## src/rtl/ifab_pkg.sv

```systemverilog
`timescale 1ns/1ps
// Shared constants and the length decode for the prefetch buffer.
// Assumes halfword instructions whose length is fixed by the top five bits.
package ifab_pkg;
    localparam int unsigned WORD_W = 32;
    localparam int unsigned HALF_W = 16;

    // True when a first halfword opens a 32-bit instruction.
    function automatic logic is_wide(input logic [HALF_W-1:0] hw);
        return (hw[15:13] == 3'b111) && (hw[12:11] != 2'b00);
    endfunction
endpackage

```

## src/rtl/ifab_word_fifo.sv

```systemverilog
`timescale 1ns/1ps
// Small circular word store with a peek at the two oldest entries.
// Assumes the caller never pushes when full nor pops when empty.
module ifab_word_fifo #(
    parameter int unsigned DEPTH = 3,
    parameter int unsigned DW    = 32
) (
    input  logic                         clk,
    input  logic                         rst_n,
    input  logic                         clr_i,
    input  logic                         push_i,
    input  logic [DW-1:0]                data_i,
    input  logic                         pop_i,
    output logic [DW-1:0]                head_o,
    output logic [DW-1:0]                next_o,
    output logic [$clog2(DEPTH+1)-1:0]   count_o
);
    localparam int unsigned CW = $clog2(DEPTH+1);
    localparam int unsigned PW = (DEPTH > 1) ? $clog2(DEPTH) : 1;

    logic [DW-1:0] store_q [DEPTH];
    logic [PW-1:0] rd_q, wr_q;
    logic [CW-1:0] cnt_q;

    function automatic logic [PW-1:0] wrap_inc(input logic [PW-1:0] p);
        return (p == PW'(DEPTH-1)) ? '0 : p + 1'b1;
    endfunction

    // Write the incoming word into its slot.
    always_ff @(posedge clk) begin
        for (int i = 0; i < DEPTH; i++) begin
            if (push_i && (wr_q == PW'(i))) store_q[i] <= data_i;
        end
    end

    // Track pointers and fill level.
    always_ff @(posedge clk) begin
        if (!rst_n || clr_i) begin
            rd_q  <= '0;
            wr_q  <= '0;
            cnt_q <= '0;
        end else begin
            if (push_i) wr_q <= wrap_inc(wr_q);
            if (pop_i)  rd_q <= wrap_inc(rd_q);
            cnt_q <= cnt_q + CW'(push_i) - CW'(pop_i);
        end
    end

    // Expose the two oldest words and the level.
    always_comb begin
        head_o  = store_q[rd_q];
        next_o  = store_q[wrap_inc(rd_q)];
        count_o = cnt_q;
    end
endmodule

```

## src/rtl/ifab_fetch_ctrl.sv

```systemverilog
`timescale 1ns/1ps
// Fetch side: issues word requests, counts words in flight and discards
// responses that belong to requests made before a flush.
// Assumes in-order responses, one word per request.
module ifab_fetch_ctrl #(
    parameter int unsigned AW         = 32,
    parameter int unsigned DEPTH      = 3,
    parameter logic [AW-1:0] RESET_ADDR = '0
) (
    input  logic                        clk,
    input  logic                        rst_n,
    input  logic                        flush_i,
    input  logic [AW-1:0]               flush_addr_i,
    input  logic [$clog2(DEPTH+1)-1:0]  buf_cnt_i,
    input  logic                        pop_i,
    output logic                        fetch_req_o,
    output logic [AW-1:0]               fetch_addr_o,
    input  logic                        fetch_ack_i,
    input  logic                        rsp_valid_i,
    output logic                        push_o,
    output logic [$clog2(DEPTH+1)-1:0]  inflight_o
);
    localparam int unsigned CW = $clog2(DEPTH+1);
    localparam int unsigned SW = CW + 2;

    logic [AW-1:0] addr_q;
    logic [CW-1:0] live_q, drop_q;
    logic [SW-1:0] used;
    logic          take, rsp_drop;

    // Credit check and response routing.
    always_comb begin
        used        = SW'(buf_cnt_i) + SW'(live_q) + SW'(drop_q) - SW'(pop_i);
        fetch_req_o = !flush_i && (used < SW'(DEPTH));
        take        = fetch_req_o && fetch_ack_i;
        push_o      = rsp_valid_i && (drop_q == '0) && !flush_i;
        rsp_drop    = rsp_valid_i && (drop_q != '0);
        fetch_addr_o = addr_q;
        inflight_o   = live_q + drop_q;
    end

    // Address and in-flight counters.
    always_ff @(posedge clk) begin
        if (!rst_n) begin
            addr_q <= {RESET_ADDR[AW-1:2], 2'b00};
            live_q <= '0;
            drop_q <= '0;
        end else if (flush_i) begin
            addr_q <= {flush_addr_i[AW-1:2], 2'b00};
            live_q <= '0;
            drop_q <= live_q + drop_q - CW'(rsp_valid_i);
        end else begin
            if (take) addr_q <= addr_q + AW'(4);
            live_q <= live_q + CW'(take) - CW'(push_o);
            drop_q <= drop_q - CW'(rsp_drop);
        end
    end
endmodule

```

## src/rtl/ifab_align.sv

```systemverilog
`timescale 1ns/1ps
// Builds the next instruction from the two oldest buffered words.
// Assumes half_sel_i marks a start in the upper half of the head word.
module ifab_align
    import ifab_pkg::*;
#(
    parameter int unsigned CW = 2
) (
    input  logic [WORD_W-1:0] head_i,
    input  logic [WORD_W-1:0] next_i,
    input  logic [CW-1:0]     cnt_i,
    input  logic              half_sel_i,
    output logic              valid_o,
    output logic              is32_o,
    output logic [WORD_W-1:0] data_o
);
    logic [HALF_W-1:0] first_hw;

    // Pick the first halfword, decode length, join halves.
    always_comb begin
        first_hw = half_sel_i ? head_i[31:16] : head_i[15:0];
        is32_o   = is_wide(first_hw);
        if (is32_o && half_sel_i) begin
            valid_o = cnt_i >= CW'(2);
            data_o  = {next_i[15:0], head_i[31:16]};
        end else if (is32_o) begin
            valid_o = cnt_i >= CW'(1);
            data_o  = head_i;
        end else begin
            valid_o = cnt_i >= CW'(1);
            data_o  = {{HALF_W{1'b0}}, first_hw};
        end
    end
endmodule

```

## src/rtl/ifetch_align_buf.sv

```systemverilog
`timescale 1ns/1ps
// Three-word instruction prefetch buffer with halfword realignment.
// Fetches whole words ahead, hands out 16/32-bit instructions in order and
// restarts from a new target on flush. Assumes in-order fetch responses.
module ifetch_align_buf
    import ifab_pkg::*;
#(
    parameter int unsigned AW           = 32,
    parameter int unsigned DEPTH        = 3,
    parameter logic [AW-1:0] RESET_ADDR = '0
) (
    input  logic              clk,
    input  logic              rst_n,
    input  logic              flush_i,
    input  logic [AW-1:0]     flush_addr_i,
    output logic              fetch_req_o,
    output logic [AW-1:0]     fetch_addr_o,
    input  logic              fetch_ack_i,
    input  logic              rsp_valid_i,
    input  logic [31:0]       rsp_data_i,
    output logic              instr_valid_o,
    input  logic              instr_ready_i,
    output logic [31:0]       instr_data_o,
    output logic              instr_is32_o,
    output logic [AW-1:0]     instr_addr_o
);
    localparam int unsigned CW = $clog2(DEPTH+1);

    logic [WORD_W-1:0] head_w, next_w;
    logic [CW-1:0]     buf_cnt, inflight;
    logic              push, pop, accept;
    logic              half_q;
    logic [AW-1:0]     pc_q;

    ifab_word_fifo #(.DEPTH(DEPTH), .DW(WORD_W)) fifo_i (
        .clk(clk), .rst_n(rst_n), .clr_i(flush_i),
        .push_i(push), .data_i(rsp_data_i), .pop_i(pop),
        .head_o(head_w), .next_o(next_w), .count_o(buf_cnt)
    );

    ifab_fetch_ctrl #(.AW(AW), .DEPTH(DEPTH), .RESET_ADDR(RESET_ADDR)) fetch_i (
        .clk(clk), .rst_n(rst_n), .flush_i(flush_i), .flush_addr_i(flush_addr_i),
        .buf_cnt_i(buf_cnt), .pop_i(pop),
        .fetch_req_o(fetch_req_o), .fetch_addr_o(fetch_addr_o), .fetch_ack_i(fetch_ack_i),
        .rsp_valid_i(rsp_valid_i), .push_o(push), .inflight_o(inflight)
    );

    ifab_align #(.CW(CW)) align_i (
        .head_i(head_w), .next_i(next_w), .cnt_i(buf_cnt), .half_sel_i(half_q),
        .valid_o(instr_valid_o), .is32_o(instr_is32_o), .data_o(instr_data_o)
    );

    // Handshake and word retirement: a word leaves once its last half is used.
    always_comb begin
        accept       = instr_valid_o && instr_ready_i && !flush_i;
        pop          = accept && (half_q || instr_is32_o);
        instr_addr_o = pc_q;
    end

    // Stream address and half-word position within the head word.
    always_ff @(posedge clk) begin
        if (!rst_n) begin
            pc_q   <= {RESET_ADDR[AW-1:1], 1'b0};
            half_q <= RESET_ADDR[1];
        end else if (flush_i) begin
            pc_q   <= {flush_addr_i[AW-1:1], 1'b0};
            half_q <= flush_addr_i[1];
        end else if (accept) begin
            pc_q <= pc_q + (instr_is32_o ? AW'(4) : AW'(2));
            if (!instr_is32_o) half_q <= ~half_q;
        end
    end
endmodule

```

## config.mk

```make
export PLATFORM = sky130hd
export DESIGN_NAME = ifetch_align_buf
export DESIGN_NICKNAME = d
export VERILOG_FILES = /design/src/rtl/ifab_pkg.sv /design/src/rtl/ifab_word_fifo.sv /design/src/rtl/ifab_fetch_ctrl.sv /design/src/rtl/ifab_align.sv /design/src/rtl/ifetch_align_buf.sv
export SDC_FILE = /design/constraint.sdc
export NUM_CORES = 1
export LEC_CHECK = 0
export BUFFER_PORTS_ARGS = -buffer_cell sky130_fd_sc_hd__buf_4
export CAP_MARGIN = 20
export CORE_ASPECT_RATIO = 0.6
export CORE_MARGIN = 4
export CORE_UTILIZATION = 30
export DETAILED_ROUTE_END_ITERATION = 8
export HOLD_SLACK_MARGIN = 0.03
export SLEW_MARGIN = 20
export SYNTH_ARGS = -nofsm -noshare
export SYNTH_HDL_FRONTEND = slang
export SYNTH_SLANG_ARGS = --single-unit
```

## constraint.sdc

```tcl
create_clock -name clk -period 7.65 [get_ports clk]
set_clock_uncertainty 0.1 [all_clocks]
set_input_delay 2.295 -clock clk [delete_from_list [all_inputs] [get_ports clk]]
set_output_delay 2.295 -clock clk [all_outputs]
set_load 0.02 [all_outputs]
```

==> run_results.csv <==
group,metric,value,unit
critical_path,critPathLaunchType,"input port",
power,seq_power_share,0.453,
drt,via_per_inst,5.04,
min_path,min_path_type,"flop to flop",
critical_path,cp_slowest_cell,"fa_1",
placed_design,hpwl,18.8,mm
drt,first_pass_iters,4,
grt,grt.total_usage,0.163,
min_path,min_from,"fifo_i.wr_q[1]$_SDFFE_PP0P_",
yosys,yosys_warnings,0,
clock_tree,hold_buffers,0,
power,ir_drop,0.165,mV
power,intPower,1.65,mW
floorplan,fp-row-count,47,
critical_path,reg2reg_slack,2.38,ns
critical_path,crit_family,"simple AND/OR/NAND/NOR gates",
yosys,synthMostInstantiatedCell,"edfxtp_1",
critical_path,criticalPathCategory,"input port to output pin",
timing,hold_viol_final,0,
clock_tree,worstSkewPairLatency,0.43,ns
timing,hold_ws,0.404,ns
clock_tree,cts_setup_buffers,0,
drt,postRouteWirelength,26.2,mm
power,pwr-share-comb,0.182,
drt,ant_nets,0,
drt,wl_per_cell,19.0,um
clock_tree,clk_pin_slew,0.07,ns
clock_tree,cts.sinks,170,
power,leakage,3.86,nW
yosys,synth.largest_area_cell,"edfxtp_1",
cells_and_area,final_util,0.386,
drt,vias,6971,
yosys,synth_top_area_share,0.335,
critical_path,r2r_cells,17,
timing,tns,0,ns
yosys,ys_async_sr_fraction,0,
timing,finalCritPeriodShare,0.901,
drt,dr_wl_met3,1.36,mm
flow_run,drv_cap,0,
floorplan,ioPinCount,169,
drt,routed.top_layer,"met4",
yosys,synth_edf_count,96,
yosys,syn_inst,860,
floorplan,design.core.area,27900,um^2
placed_design,port_buffers,164,
timing,fmax,145,MHz
cells_and_area,final_cell_count_no_fill,1383,
grt,grt_overflow,0,
cells_and_area,num-fill-cells,2743,
placed_design,place.gp.congestion,0.834,
min_path,hold_end,"fifo_i.wr_q[1]$_SDFFE_PP0P_",
cells_and_area,fin_nets,1090,
yosys,yosysSeqAreaShare,0.508,
timing,period_minus_slack,6.89,ns
grt,grt_max_degree,90,
clock_tree,cts_buffer_depth,2,
critical_path,critPathRequiredTime,5.26,ns
power,switching_share,0.293,
clock_tree,post_cts_resized,0,
drt,drtIter0Drc,681,
floorplan,fp.dieW,227,um
power,power.density,216,nW/um^2
yosys,yosys-top-cells-count,"edfxtp_1, a21oi_1, dfxtp_1, nor2_1, nand2_1",
timing,drv_slew,0,
critical_path,critPathMaxStageDelay,0.42,ns
clock_tree,cts_tree,"done",
grt,grt_pass1_vias,6695,
clock_tree,root_buffer,"clkbuf_16",
critical_path,worstReg2RegEnd,"fetch_i.live_q[1]$_SDFF_PP0_",
cells_and_area,area_growth,25.2,%
power,netSwitchingPower,0.682,mW
outcome,run_status,"finished, final reports clean",
timing,setup_viol,0,
clock_tree,cts_buffers,17,
timing,rsz0062_at_grt,"no",
yosys,synth_seq_cells,170,
drt,m1WireLength,13.1,mm
cells_and_area,final_layout_size_suffix_gt1_frac,0.229,
cells_and_area,diodes,0,
yosys,yosysUniqueCellTypes,58,
grt,grt_pass1_wl,39.7,mm
power,clkPwrFrac,0.365,
cells_and_area,postLayoutCellArea,10800,um^2
critical_path,cp_cell_sequence,"buf_4 > nor2b_1 > nand2b_1 > nor3_1 > buf_4 > xnor2_1 > ha_1 > fa_1 > a21oi_1 > and3_1 > buf_4",
yosys,synth_area,8590,um^2
critical_path,cp-end-kind,"output pin",
drt,wl_met2,11.4,mm
floorplan,floorplan.die_area,31500,um^2
floorplan,die_h,139,um
yosys,synthFlopType,"edfxtp_1",
timing,maxSlewHeadroom,0.380,
critical_path,path_common_cell,"buf_4",
yosys,ys_top_cells_by_area,"edfxtp_1, dfxtp_1, mux2i_1",
clock_tree,htree_num_levels,4,
drt,drc,0,
placed_design,dp_cells,1351,
floorplan,start_util,0.308,
placed_design,place_ws,0.773,ns
grt,antenna_found_initial,0,
power,power,2.33,mW
critical_path,worst-path-buf-inv,3,
timing,worstMarginPinSlew,0.929,ns
critical_path,arrival,4.50,ns
placed_design,placed_cell_area,10200,um^2
min_path,hold_path_depth,2,
timing,final.setup.worst_slack,0.760,ns
critical_path,worstPathMaxFanout,6,
yosys,syn_area_per_cell,9.99,um^2
[power by group through the flow]
stage	registers (mW)	logic [mW]	clock network [mW]
after floorplan	1.09	0.230	0
after global placement	1.07	0.421	0
after detailed placement	1.07	0.426	0
after CTS	1.05	0.428	0.871
after global routing	1.06	0.466	0.905
final	1.05	0.424	0.850
[worst reg2reg max path: cells and delay by family, from the launching register on]
kind | cells | cell delay, ns
muxes | 2 | 0.70
xor gates and xnor gates | 3 | 0.43
DFF | 1 | 0.83
adders and majority gates | 3 | 0.89
and+or+nand+nor | 4 | 0.63
AOI/OAI and AO/OA | 2 | 0.66
buffers and inverters | 3 | 0.92
[area by class of cell]
class                      count  area, um^2  area share
tap                          367         459      0.0427
clock inverter                14         138      0.0128
inverter                      28         105     0.00977
clock buffer                  18         429      0.0399
sequential                   170        4370       0.406
timing repair buffer         178        1340       0.124
multi-input combinational    608        3930       0.365
[cells in the final DEF (no fill, tap or decap), types with 3 or more instances in the layout]
| cell type | count |
|---|---|
| mux2_2 | 12 |
| inv_6 | 4 |
| nand3_1 | 22 |
| or4_1 | 6 |
| and3_1 | 7 |
| conb_1 | 3 |
| nand4_1 | 20 |
| nor3_1 | 16 |
| o21ai_0 | 59 |
| inv_1 | 26 |
| xor2_1 | 6 |
| or3_1 | 4 |
| xnor2_1 | 37 |
| a31oi_1 | 8 |
| nand2_1 | 67 |
| nor2_1 | 72 |
| nor2b_1 | 7 |
| nand2b_1 | 6 |
| inv_8 | 3 |
| mux2i_1 | 58 |
| nor4_1 | 22 |
| clkbuf_16 | 17 |
| nor4b_1 | 4 |
| buf_4 | 178 |
| o31ai_1 | 5 |
| a21oi_1 | 91 |
| a22oi_1 | 3 |
| dfxtp_1 | 72 |
| and2_1 | 3 |
| ha_1 | 14 |
| edfxtp_1 | 96 |
| o211ai_1 | 13 |
| fa_1 | 3 |
| o21a_1 | 7 |
| a211oi_1 | 3 |
[metal layers]
metal,GRT usage,vias up
met1,0.243,3381
li1,-,3435
met3,0.0448,16
met2,0.237,139
met4,0.0352,0
met5,0,-
[cell families (layout without fill, tap and decap cells)]
kind of cell               Yosys count  after routing  share of synthesized area
and+or+nand+nor                    266            266                      0.152
AOI/OAI and AO/OA                  204            204                      0.137
DFF                                170            170                      0.508
buffers and inverters               84            238                     0.0403
muxes                               75             75                     0.0919
xor gates and xnor gates            43             43                     0.0438
adders and majority gates           17             17                     0.0274
other                                1              3                   0.000436
[sequential cells by signal (all words and copies together), names as in the netlist, named ones only]
| signal | cells |
|---|---|
| instr_addr_o | 31 |
| fetch_i.fetch_addr_o | 30 |
| fetch_i.drop_q | 2 |
| fifo_i.rd_q | 2 |
| fifo_i.wr_q | 2 |
| half_q | 1 |
| fifo_i.count_o | 2 |
| fifo_i.store_q | 96 |
| fetch_i.live_q | 2 |
[how the worst max path moves through the flow]
stage,from,to,slack [ns],cells after the start
after floorplan,instr_ready_i,fetch_req_o,0.94,8
after global routing,instr_ready_i,fetch_req_o,0.54,12
after CTS,instr_ready_i,fetch_req_o,0.75,12
after global placement,instr_ready_i,fetch_req_o,0.78,12
final,instr_ready_i,fetch_req_o,0.76,11
after detailed placement,instr_ready_i,fetch_req_o,0.77,12
Note: power is estimated with default switching activity, not from simulation.
